==> src/rtl/bbs_pkg.sv <==
package bbs_pkg;
  localparam logic [3:0] SZ_BYTE = 4'b0001;
  localparam logic [3:0] SZ_HALF = 4'b0010;

  typedef enum logic {
    ST_IDLE,
    ST_XFER
  } seq_state_e;
endpackage

==> src/rtl/bbs_req_check.sv <==
module bbs_req_check #(
  parameter int OFF_W = 3
) (
  input  logic             start_i,
  input  logic             idle_i,
  input  logic             burst_i,
  input  logic [3:0]       size_i,
  input  logic [OFF_W-1:0] off_i,
  output logic             accept_o,
  output logic             reject_o
);
  import bbs_pkg::*;

  logic bad;

  always_comb begin
    if (burst_i) begin
      bad = (off_i != '0);
    end else begin
      unique case (size_i)
        SZ_BYTE: bad = 1'b0;
        SZ_HALF: bad = off_i[0];
        default: bad = 1'b1;
      endcase
    end
  end

  assign accept_o = start_i && idle_i && !bad;
  assign reject_o = start_i && idle_i && bad;
endmodule

==> src/rtl/bbs_beat_ctrl.sv <==
module bbs_beat_ctrl #(
  parameter int BEATS = 4,
  localparam int CNT_W = (BEATS > 1) ? $clog2(BEATS) : 1
) (
  input  logic             clk_i,
  input  logic             rst_ni,
  input  logic             accept_i,
  input  logic             burst_i,
  input  logic [CNT_W-1:0] first_dw_i,
  input  logic             ack_i,
  output logic             active_o,
  output logic             burst_o,
  output logic [CNT_W-1:0] beat_o,
  output logic [CNT_W-1:0] dw_sel_o,
  output logic             done_o
);
  import bbs_pkg::*;

  localparam logic [CNT_W-1:0] LAST = CNT_W'(BEATS - 1);

  seq_state_e       state_q;
  logic             burst_q;
  logic [CNT_W-1:0] beat_q;
  logic [CNT_W-1:0] base_q;
  logic             done_q;
  logic             finish;

  // last acknowledged beat of the running transfer
  assign finish = (state_q == ST_XFER) && ack_i && (!burst_q || beat_q == LAST);

  always_ff @(posedge clk_i or negedge rst_ni) begin
    if (!rst_ni) begin
      state_q <= ST_IDLE;
      burst_q <= 1'b0;
      beat_q  <= '0;
      base_q  <= '0;
      done_q  <= 1'b0;
    end else begin
      done_q <= finish;
      if (accept_i) begin
        state_q <= ST_XFER;
        burst_q <= burst_i;
        beat_q  <= '0;
        base_q  <= first_dw_i;
      end else if (finish) begin
        state_q <= ST_IDLE;
        burst_q <= 1'b0;
        beat_q  <= '0;
        base_q  <= '0;
      end else if (state_q == ST_XFER && ack_i) begin
        beat_q <= beat_q + CNT_W'(1);
      end
    end
  end

  assign active_o = (state_q == ST_XFER);
  assign burst_o  = burst_q;
  assign beat_o   = beat_q;
  assign dw_sel_o = base_q + beat_q;
  assign done_o   = done_q;


  beat_hold_chk: assert property (@(posedge clk_i) disable iff (!rst_ni)
    active_o && !ack_i |=> active_o && $stable(beat_o) && $stable(dw_sel_o));


  wrap_step_chk: assert property (@(posedge clk_i) disable iff (!rst_ni)
    active_o && burst_o && ack_i && beat_o != LAST |=>
      dw_sel_o == CNT_W'($past(dw_sel_o) + CNT_W'(1)));


  done_pulse_chk: assert property (@(posedge clk_i) disable iff (!rst_ni)
    done_o |-> !active_o ##1 !done_o);
endmodule

==> src/rtl/bbs_lane_steer.sv <==
module bbs_lane_steer #(
  parameter int DATA_W = 64,
  localparam int LANES = DATA_W / 8,
  localparam int OFF_W = $clog2(LANES)
) (
  input  logic              clk_i,
  input  logic              rst_ni,
  input  logic              capture_i,
  input  logic [3:0]        size_i,
  input  logic [OFF_W-1:0]  off_i,
  input  logic              active_i,
  input  logic              burst_i,
  input  logic [DATA_W-1:0] wdata_i,
  output logic [LANES-1:0]  lane_en_o,
  output logic [DATA_W-1:0] data_o
);
  import bbs_pkg::*;

  logic             half_q;
  logic [OFF_W-1:0] off_q;

  always_ff @(posedge clk_i or negedge rst_ni) begin
    if (!rst_ni) begin
      half_q <= 1'b0;
      off_q  <= '0;
    end else if (capture_i) begin
      half_q <= (size_i == SZ_HALF);
      off_q  <= off_i;
    end
  end

  for (genvar k = 0; k < LANES; k++) begin : g_lane
    localparam int HI = DATA_W - 1 - 8 * k;
    localparam logic [OFF_W-1:0] K = OFF_W'(k);
    logic       sel;
    logic [7:0] byte_src;

    always_comb begin
      if (burst_i) begin
        sel      = 1'b1;
        byte_src = wdata_i[HI -: 8];
      end else if (half_q) begin
        sel      = (off_q[OFF_W-1:1] == K[OFF_W-1:1]);
        byte_src = K[0] ? wdata_i[7:0] : wdata_i[15:8];
      end else begin
        sel      = (off_q == K);
        byte_src = wdata_i[7:0];
      end
    end

    assign lane_en_o[LANES-1-k] = active_i && sel;
    assign data_o[HI -: 8]      = (active_i && sel) ? byte_src : 8'h00;
  end


  idle_quiet_chk: assert property (@(posedge clk_i) disable iff (!rst_ni)
    !active_i |-> lane_en_o == '0 && data_o == '0);


  byte_lane_chk: assert property (@(posedge clk_i) disable iff (!rst_ni)
    active_i && !burst_i && !half_q |-> $countones(lane_en_o) == 1);


  half_lane_chk: assert property (@(posedge clk_i) disable iff (!rst_ni)
    active_i && !burst_i && half_q |-> $countones(lane_en_o) == 2);
endmodule

==> src/rtl/burst_beat_seq.sv <==
module burst_beat_seq #(
  parameter int ADDR_W = 32,
  parameter int DATA_W = 64,
  parameter int BEATS  = 4,
  localparam int LANES = DATA_W / 8,
  localparam int OFF_W = $clog2(LANES),
  localparam int CNT_W = (BEATS > 1) ? $clog2(BEATS) : 1
) (
  input  logic              clk_i,
  input  logic              rst_ni,
  input  logic              start_i,
  input  logic              burst_i,
  input  logic [3:0]        size_i,
  input  logic [ADDR_W-1:0] addr_i,
  input  logic [DATA_W-1:0] wdata_i,
  input  logic              ack_i,
  output logic [CNT_W-1:0]  beat_idx_o,
  output logic [CNT_W-1:0]  dw_sel_o,
  output logic [LANES-1:0]  lane_en_o,
  output logic [DATA_W-1:0] data_o,
  output logic              done_o,
  output logic              misalign_o
);
  logic accept, reject, active, burst_q, misalign_q;

  bbs_req_check #(.OFF_W(OFF_W)) u_check (
    .start_i  (start_i),
    .idle_i   (!active),
    .burst_i  (burst_i),
    .size_i   (size_i),
    .off_i    (addr_i[OFF_W-1:0]),
    .accept_o (accept),
    .reject_o (reject)
  );

  bbs_beat_ctrl #(.BEATS(BEATS)) u_ctrl (
    .clk_i      (clk_i),
    .rst_ni     (rst_ni),
    .accept_i   (accept),
    .burst_i    (burst_i),
    .first_dw_i (addr_i[OFF_W +: CNT_W]),
    .ack_i      (ack_i),
    .active_o   (active),
    .burst_o    (burst_q),
    .beat_o     (beat_idx_o),
    .dw_sel_o   (dw_sel_o),
    .done_o     (done_o)
  );

  bbs_lane_steer #(.DATA_W(DATA_W)) u_steer (
    .clk_i     (clk_i),
    .rst_ni    (rst_ni),
    .capture_i (accept),
    .size_i    (size_i),
    .off_i     (addr_i[OFF_W-1:0]),
    .active_i  (active),
    .burst_i   (burst_q),
    .wdata_i   (wdata_i),
    .lane_en_o (lane_en_o),
    .data_o    (data_o)
  );

  always_ff @(posedge clk_i or negedge rst_ni) begin
    if (!rst_ni) misalign_q <= 1'b0;
    else         misalign_q <= reject;
  end

  assign misalign_o = misalign_q;


  refuse_idle_chk: assert property (@(posedge clk_i) disable iff (!rst_ni)
    misalign_o |-> !active && lane_en_o == '0);


  busy_start_chk: assert property (@(posedge clk_i) disable iff (!rst_ni)
    active && start_i && !ack_i |=> $stable(dw_sel_o) && $stable(beat_idx_o) && !misalign_o);
endmodule

==> config.mk <==
export PLATFORM = sky130hd
export DESIGN_NAME = burst_beat_seq
export DESIGN_NICKNAME = d
export VERILOG_FILES = /design/src/rtl/bbs_pkg.sv /design/src/rtl/bbs_req_check.sv /design/src/rtl/bbs_beat_ctrl.sv /design/src/rtl/bbs_lane_steer.sv /design/src/rtl/burst_beat_seq.sv
export SDC_FILE = /design/constraint.sdc
export NUM_CORES = 1
export LEC_CHECK = 0
export ABC_CLOCK_PERIOD_IN_PS = 1710
export BUFFER_PORTS_ARGS = -buffer_cell sky130_fd_sc_hd__buf_2
export CORE_MARGIN = 1
export CORE_UTILIZATION = 30
export DETAILED_ROUTE_END_ITERATION = 8
export HOLD_SLACK_MARGIN = 0.08
export PLACE_DENSITY = 0.75
export SLEW_MARGIN = 25
export SYNTH_ARGS = -nofsm -noshare
export SYNTH_HDL_FRONTEND = slang
export SYNTH_SLANG_ARGS = --single-unit
export TNS_END_PERCENT = 100
==> constraint.sdc <==
create_clock -name clk_i -period 1.71 [get_ports clk_i]
set_clock_uncertainty 0.1 [all_clocks]
set_input_delay 0.0855 -clock clk_i [delete_from_list [all_inputs] [get_ports clk_i]]
set_output_delay 0.0855 -clock clk_i [all_outputs]
set_load 0.02 [all_outputs]
==> results.txt, run 1 <==
Post-synth top flop = dfrtp_1
Final hold vios = 0
Worst setup EP type = primary output
Clk_lat worst skew = 0.24 ns
Worst path required time = 1.52 ns
Fillers = 426
Top cells by area, synth = dfrtp_1 (20%), nand2_1 (13%), a21oi_1 (11%)
Largest net degree at the start of global routing = 26
Slew Limit Fails = 0
Reg clk slew, reported paths = 0.05 ns
Slew HR = 74.2%
Pwr Density = 1470 mW/mm2
Core area = 0.00479 mm2
Unrepaired setup endpoints after global routing = true
Peak fanout along the critical path = 6
Post-route setup slack = -0.0795 ns
Met2 WL = 3.91 mm
Hold path endpoint = misalign_o
Vias in the first global route = 2228
Minimum clock period = 1.79 ns
Syn. warnings = 0
R2r endpoint = u_steer.half_q
Ant. Diodes = 0
Worst Setup Start Kind = flop
F_max = 559 MHz
Hold Path Depth = 3
Nets@finish = 544
Global route overflow = 0
Post-route setup TNS = -1.57 ns
Dpl cells = 477
CTS tree = done
I/O pin cnt = 183
Height of the die = 73.1 um
CTS Buf Count = 3
DRC viols = 0
Total GRT Usage = 24.5%
Final worst path period share = 105%
CP arrival = 1.60 ns
Port Buffers = 155
Min-Delay Path Class = in2reg
Die extent in x = 73.1 um
RR Startpoint = u_ctrl.active_o
Final wirelength = 7.21 mm
Metal3 WL = 443 um
Row Count = 25
CTS sink cnt = 12
Failing checks = negative setup slack
CTS root buffer = clkbuf_8
DR vias/cell = 5.08
Post-route non-filler standard cell count = 502
Top layer in use = met4
Worst slack at placement = -0.0155 ns
WS Path Type = reg2out
R2R depth = 4
DR WL/cell = 14.4 um
Worst vdd ir = 0.914 mV
Critical path's slowest cell = dfrtp_2
Post-synth EDFFs = 0
Outcome = finished with violations
Area share of the leading cell type in the synthesized netlist = 19.8%
Mapped Avg Cell Area = 6.07 um2
Met1 wire length = 2.83 mm
Die area = 0.00535 mm2
Register area share after synthesis = 19.8%
H-Tree Depth = 1
Synth-to-layout area growth = 107%
Max incr delay on CP = 0.47 ns
CTS Buffer Depth = 2
Setup slack, reg-to-reg = 0.12 ns
Area leader, netlist = dfrtp_1
Starting density of the core = 31.7%
Max cap viols = 0
Final RePlAce weighted congestion = 0.767
Mapped Nets = 357
Total power = 4610 uW
Netlist cell types = 31
Layout cells sized above 1 = 57.9%
Actual slew at the worst max-slew pin = 0.377 ns
Post-DP HPWL = 4.79 mm
Hold_sp = size_i[3]
Syn Std Cell Area = 0.00152 mm2
DR vias = 2549
First-pass DRT Iterations = 4
Initial antenna violation count = 0
Mapped Cells = 250
Antenna-violating nets left = 0
Post-synth ARST share = 100%
Finish-stage setup viols = 45
Cells along the critical path = nand2b_4 > o21ai_4 > nand2_4 > nor3_2 > buf_4
Flops & latches, synth = 12
First-pass GRT wire length = 10.2 mm
Iter 0 DRT Violations = 112
Cell leakage power = 0.00163 uW
-- through the flow --
stage / instance area [um2] / hold WS, ns / utilization [%]
after floorplan: 1520 / -0.310 / -
after global placement: 2480 / -0.125 / 51.9
after detailed placement: 2480 / -0.119 / 51.9
after CTS: 2940 / 0.0894 / 61.5
after global routing: 3140 / 0.123 / 65.5
final: 3140 / 0.0886 / 65.5
-- critical path: cells and delay by family (launching register included) --
| kind | cells | cell delay, ns |
|---|---|---|
| AO/OA/AOI/OAI | 1 | 0.21 |
| buffers and inverters | 1 | 0.17 |
| flip-flops | 1 | 0.47 |
| AND/OR/NAND/NOR | 3 | 0.51 |
-- logic make-up (layout without fill, tap and decap cells) --
logic type	Yosys count	after routing	synth area share (%)
compound gates	69	69	27.2
fa+ha+maj	2	2	1.65
mux	1	1	0.660
flops	12	12	19.8
buf+inv	26	206	6.76
simple gates	137	142	42.2
xor+xnor	3	3	1.73
-- area by class of cell --
type / count / area (um2) / share of cell area, %
Tap cell: 67 / 83.8 / 2.67
Inverter: 13 / 51.3 / 1.64
Multi-Input combinational cell: 217 / 1440 / 45.8
Sequential cell: 12 / 305 / 9.73
Timing Repair Buffer: 190 / 1220 / 38.9
Clock buffer: 3 / 41.3 / 1.32
-- layer usage --
| metal | up-vias | track usage, % |
|---|---|---|
| li1 | 1241 | - |
| met1 | 1194 | 29.4 |
| met2 | 110 | 48.3 |
| met3 | 4 | 1.38 |
| met4 | 0 | 3.49 |
| met5 | - | 0 |
-- what timing repair did --
action / in CTS / in global routing
gates cloned: 4 / 2
pin swaps: 12 / 7
endpoints found under the setup margin: 60 / 75
hold buffers: 9 / 0
resized for setup: 76 / 53
endpoints found under the hold margin: 19 / 0
buffers inserted: 5 / 2
-- where the power goes --
part	leakage [uW]	switching, uW	internal (uW)	total (uW)
combinational	0.00146	2310	1520	3830
clock	0.0000216	95.6	155	250
sequential	0.000151	139	394	534
-- cells in the mapped netlist, types with 2 or more instances --
library cell	number
nand2_1	54
a21oi_1	32
nor2_1	28
nor3_1	28
o21ai_0	17
inv_1	13
dfrtp_1	12
nor2b_1	9
a211oi_1	8
and2_1	8
clkbuf_1	8
buf_2	4
nand3_1	3
a21o_1	2
ha_1	2
nand2b_1	2
o21ai_1	2
o2bb2ai_1	2
o31ai_1	2
or4b_4	2
xnor2_1	2
-- sequential cells by signal, summed over array words and instances, names as in the netlist --
register,cells
u_ctrl.done_o,1
misalign_o,1
u_ctrl.active_o,1
u_ctrl.base_q,2
u_ctrl.burst_o,1
u_steer.off_q,3
u_steer.half_q,1
u_ctrl.beat_o,2
-- worst max path at each step --
stage / from / to
global route: u_steer.half_q / data_o[60]
floorplan: u_ctrl.burst_o / data_o[25]
CTS: u_steer.half_q / data_o[60]
global placement: u_steer.half_q / data_o[44]
finish: u_steer.off_q[1] / data_o[24]
detailed placement: u_steer.half_q / data_o[44]
-- placed cells by master, fill, tap and decap left out, types with 7 or more instances in the layout --
cell type and count:
inv_1 11, nor2_1 26, buf_6 12, buf_4 47, a21oi_1 28, nor3_2 17, o21ai_0 12, and2_1 8
nand2_2 7, buf_2 120, dfrtp_1 8, nand2_1 49, dlygate4sd3_1 9
No activity file was read; power rests on OpenSTA's default activity.
==> run 2, diff against run 1 <==
- ABC_CLOCK_PERIOD_IN_PS: 1710 -> 2100
- CORE_AREA: unset -> 2 2 70 72
- CORE_MARGIN: 1 -> unset
- CORE_UTILIZATION: 30 -> unset
- DIE_AREA: unset -> 0 0 72 74
- PLACE_DENSITY: 0.75 -> 0.79
- clock period: 1.71 -> 2.1 ns (I/O delays scaled with it)
==> results.txt, run 2 (synthesized netlist as in run 1, its figures left out) <==
Outcome = completed
Sw power = 1630 uW (-36%)
Layout cells sized above 1 = 42.0% (-16 points)
CTS sink cnt = 12 (unchanged)
Reg clk slew, reported paths = 0.05 ns (about the same)
Minimum clock period = 2.00 ns
Final hold vios = 0 (unchanged)
WS Path Type = reg2out
DR WL/cell = 13.7 um (-4.6%)
Actual slew at the worst max-slew pin = 0.555 ns (+0.178 ns)
Pwr Density = 1130 mW/mm2 (-23%)
Commonest non-fill, non-tap cell in the layout = buf_2
H-Tree Depth = 1 (unchanged)
First-pass DRT Iterations = 4 (unchanged)
Die area = 0.00533 mm2 (-0.36%)
Postcts setup bufs = 0 (-5)
Finish-stage setup viols = 0 (-100%)
Worst slack at placement = 0.373 ns (+0.389 ns)
CTS root buffer = clkbuf_8
Reg power frac = 14.1% (+2.5 points)
Unrepaired setup endpoints after global routing = false
Critical path's slowest cell = dfrtp_1
Post-route setup TNS = 0 ns (+1.57 ns)
Min-Delay Path Class = in2reg
Synth-to-layout area growth = 65.4%
Die extent in x = 72 um (-1.5%)
Starting density of the core = 33.0% (+1.3 points)
CTS Buf Count = 3 (unchanged)
Clk_lat worst skew = 0.24 ns (about the same)
CTS tree = done
Port Buffers = 155 (unchanged)
Placed Area = 0.00238 mm2 (-4.0%)
Max cap viols = 0 (unchanged)
Cell leakage power = 0.00144 uW (-12%)
Slew HR = 62.8% (-11 points)
Number of flip-flops under the largest register name = 3 (unchanged)
Post-route setup slack = 0.0986 ns (+0.178 ns)
Post-DP HPWL = 5.14 mm (+7.3%)
I/O pin cnt = 183 (unchanged)
Fin Hold WS = 0.0947 ns (+0.00609 ns)
CTS Buffer Depth = 2 (unchanged)
DR vias/cell = 5.06 (-0.34%)
CP arrival = 1.80 ns (+0.20 ns)
Worst vdd ir = 0.538 mV (-41%)
Largest net degree at the start of global routing = 26 (unchanged)
Worst Setup Start Kind = flop
Row Count = 25 (unchanged)
Height of the die = 74 um (+1.2%)
Largest Register = u_steer.off_q
Antenna-violating nets left = 0 (unchanged)
Final worst path period share = 95.3%
F_max = 500 MHz
Internal power = 1200 uW (-42%)
Final wirelength = 6.36 mm (-12%)
Worst setup EP type = primary output
Nets@finish = 519 (-4.6%)
Ant. Diodes = 0 (unchanged)
First-pass GRT wire length = 9.32 mm (-8.5%)
Global route overflow = 0 (unchanged)
Post-route cell area = 0.00251 mm2 (-20%)
Total GRT Usage = 22.0% (-2.5 points)
Iter 0 DRT Violations = 120 (+7.1%)
Sw frac = 57.5% (+2.3 points)
Peak fanout along the critical path = 25 (+19)
Initial antenna violation count = 1 (+1)
DR vias = 2348 (-7.9%)
Max incr delay on CP = 0.44 ns (-0.03 ns)
Final RePlAce weighted congestion = 0.882 (+15%)
Core area = 0.00460 mm2 (-3.9%)
DRC viols = 0 (unchanged)
Cells along the critical path = buf_12 > nor2_1 > nand2_1 > a21oi_1 > buf_2
Most frequent cells in the layout = buf_2 (155), nand2_1 (54), a21oi_1 (32)
Vias in the first global route = 1942 (-13%)
Comb power frac = 78.6% (-4.4 points)
Worst path required time = 1.89 ns (+0.37 ns)
Clock Power Share = 7.3% (+1.9 points)
Slew Limit Fails = 0 (unchanged)
-- run 2: metrics by stage --
stage / std cells / utilization, % / power, uW
after floorplan: 250 / - / 1850
after global placement: 453 / 51.9 / 2570
after detailed placement: 453 / 51.9 / 2600
after CTS: 464 / 54.5 / 2830
after global routing: 464 / 54.6 / 3090
final: 464 / 54.6 / 2830
-- run 2: final timing paths --
| kind | start | end | slack [ns] | cells after the start |
|---|---|---|---|---|
| min in group asynchronous | rst_ni | u_ctrl.base_q[1] | 0.17 | 2 |
| worst max-delay path | u_steer.half_q | data_o[15] | 0.1 | 5 |
| worst min-delay path | size_i[2] | misalign_o | 0.09 | 3 |
| worst max register to register | u_ctrl.active_o | u_steer.half_q | 0.40 | 4 |
| worst min register to register | u_steer.off_q[0] | u_steer.off_q[0] | 0.45 | 2 |
| max in group asynchronous | rst_ni | u_steer.off_q[1] | 1.51 | 2 |
-- run 2: layout make-up --
class	instances	area (um2)
clock buffers	3	41.3
fillers	461	2090
inverters	13	48.8
multi-input cells	212	1120
flip-flops and latches	12	300
well taps	54	67.6
repair buffers	170	933
-- run 2: critical path: cells and delay by family, from the launching register on --
kind | cells | cell delay, ns
buffers and inverters | 2 | 0.39
and+or+nand+nor | 2 | 0.52
DFF | 1 | 0.44
AOI/OAI and AO/OA | 1 | 0.20
-- run 2: power groups by stage --
stage / clock [uW] / combinational (uW) / sequential (uW)
6_report: 206 / 2230 / 398
5_1_grt: 225 / 2450 / 410
4_1_cts: 211 / 2220 / 399
3_5_place_dp: 0 / 2200 / 400
3_3_place_gp: 0 / 2180 / 397
2_1_floorplan: 0 / 1450 / 403
-- run 2: per-layer routing --
layer  vias up  track usage [%]  routed length (um)
met5         -                0                  12
met4         2             3.77                  54
met3         9             4.07                 534
met2       111             39.6                3170
met1      1045             27.9                2580
li1       1181                -                   -
-- run 2: timing repair --
action / 4_1_cts / 5_1_grt
endpoints found under the hold margin: 19 / 0
hold buffers: 8 / 0
setup endpoints to repair: 0 / 9
resized for setup: 0 / 1
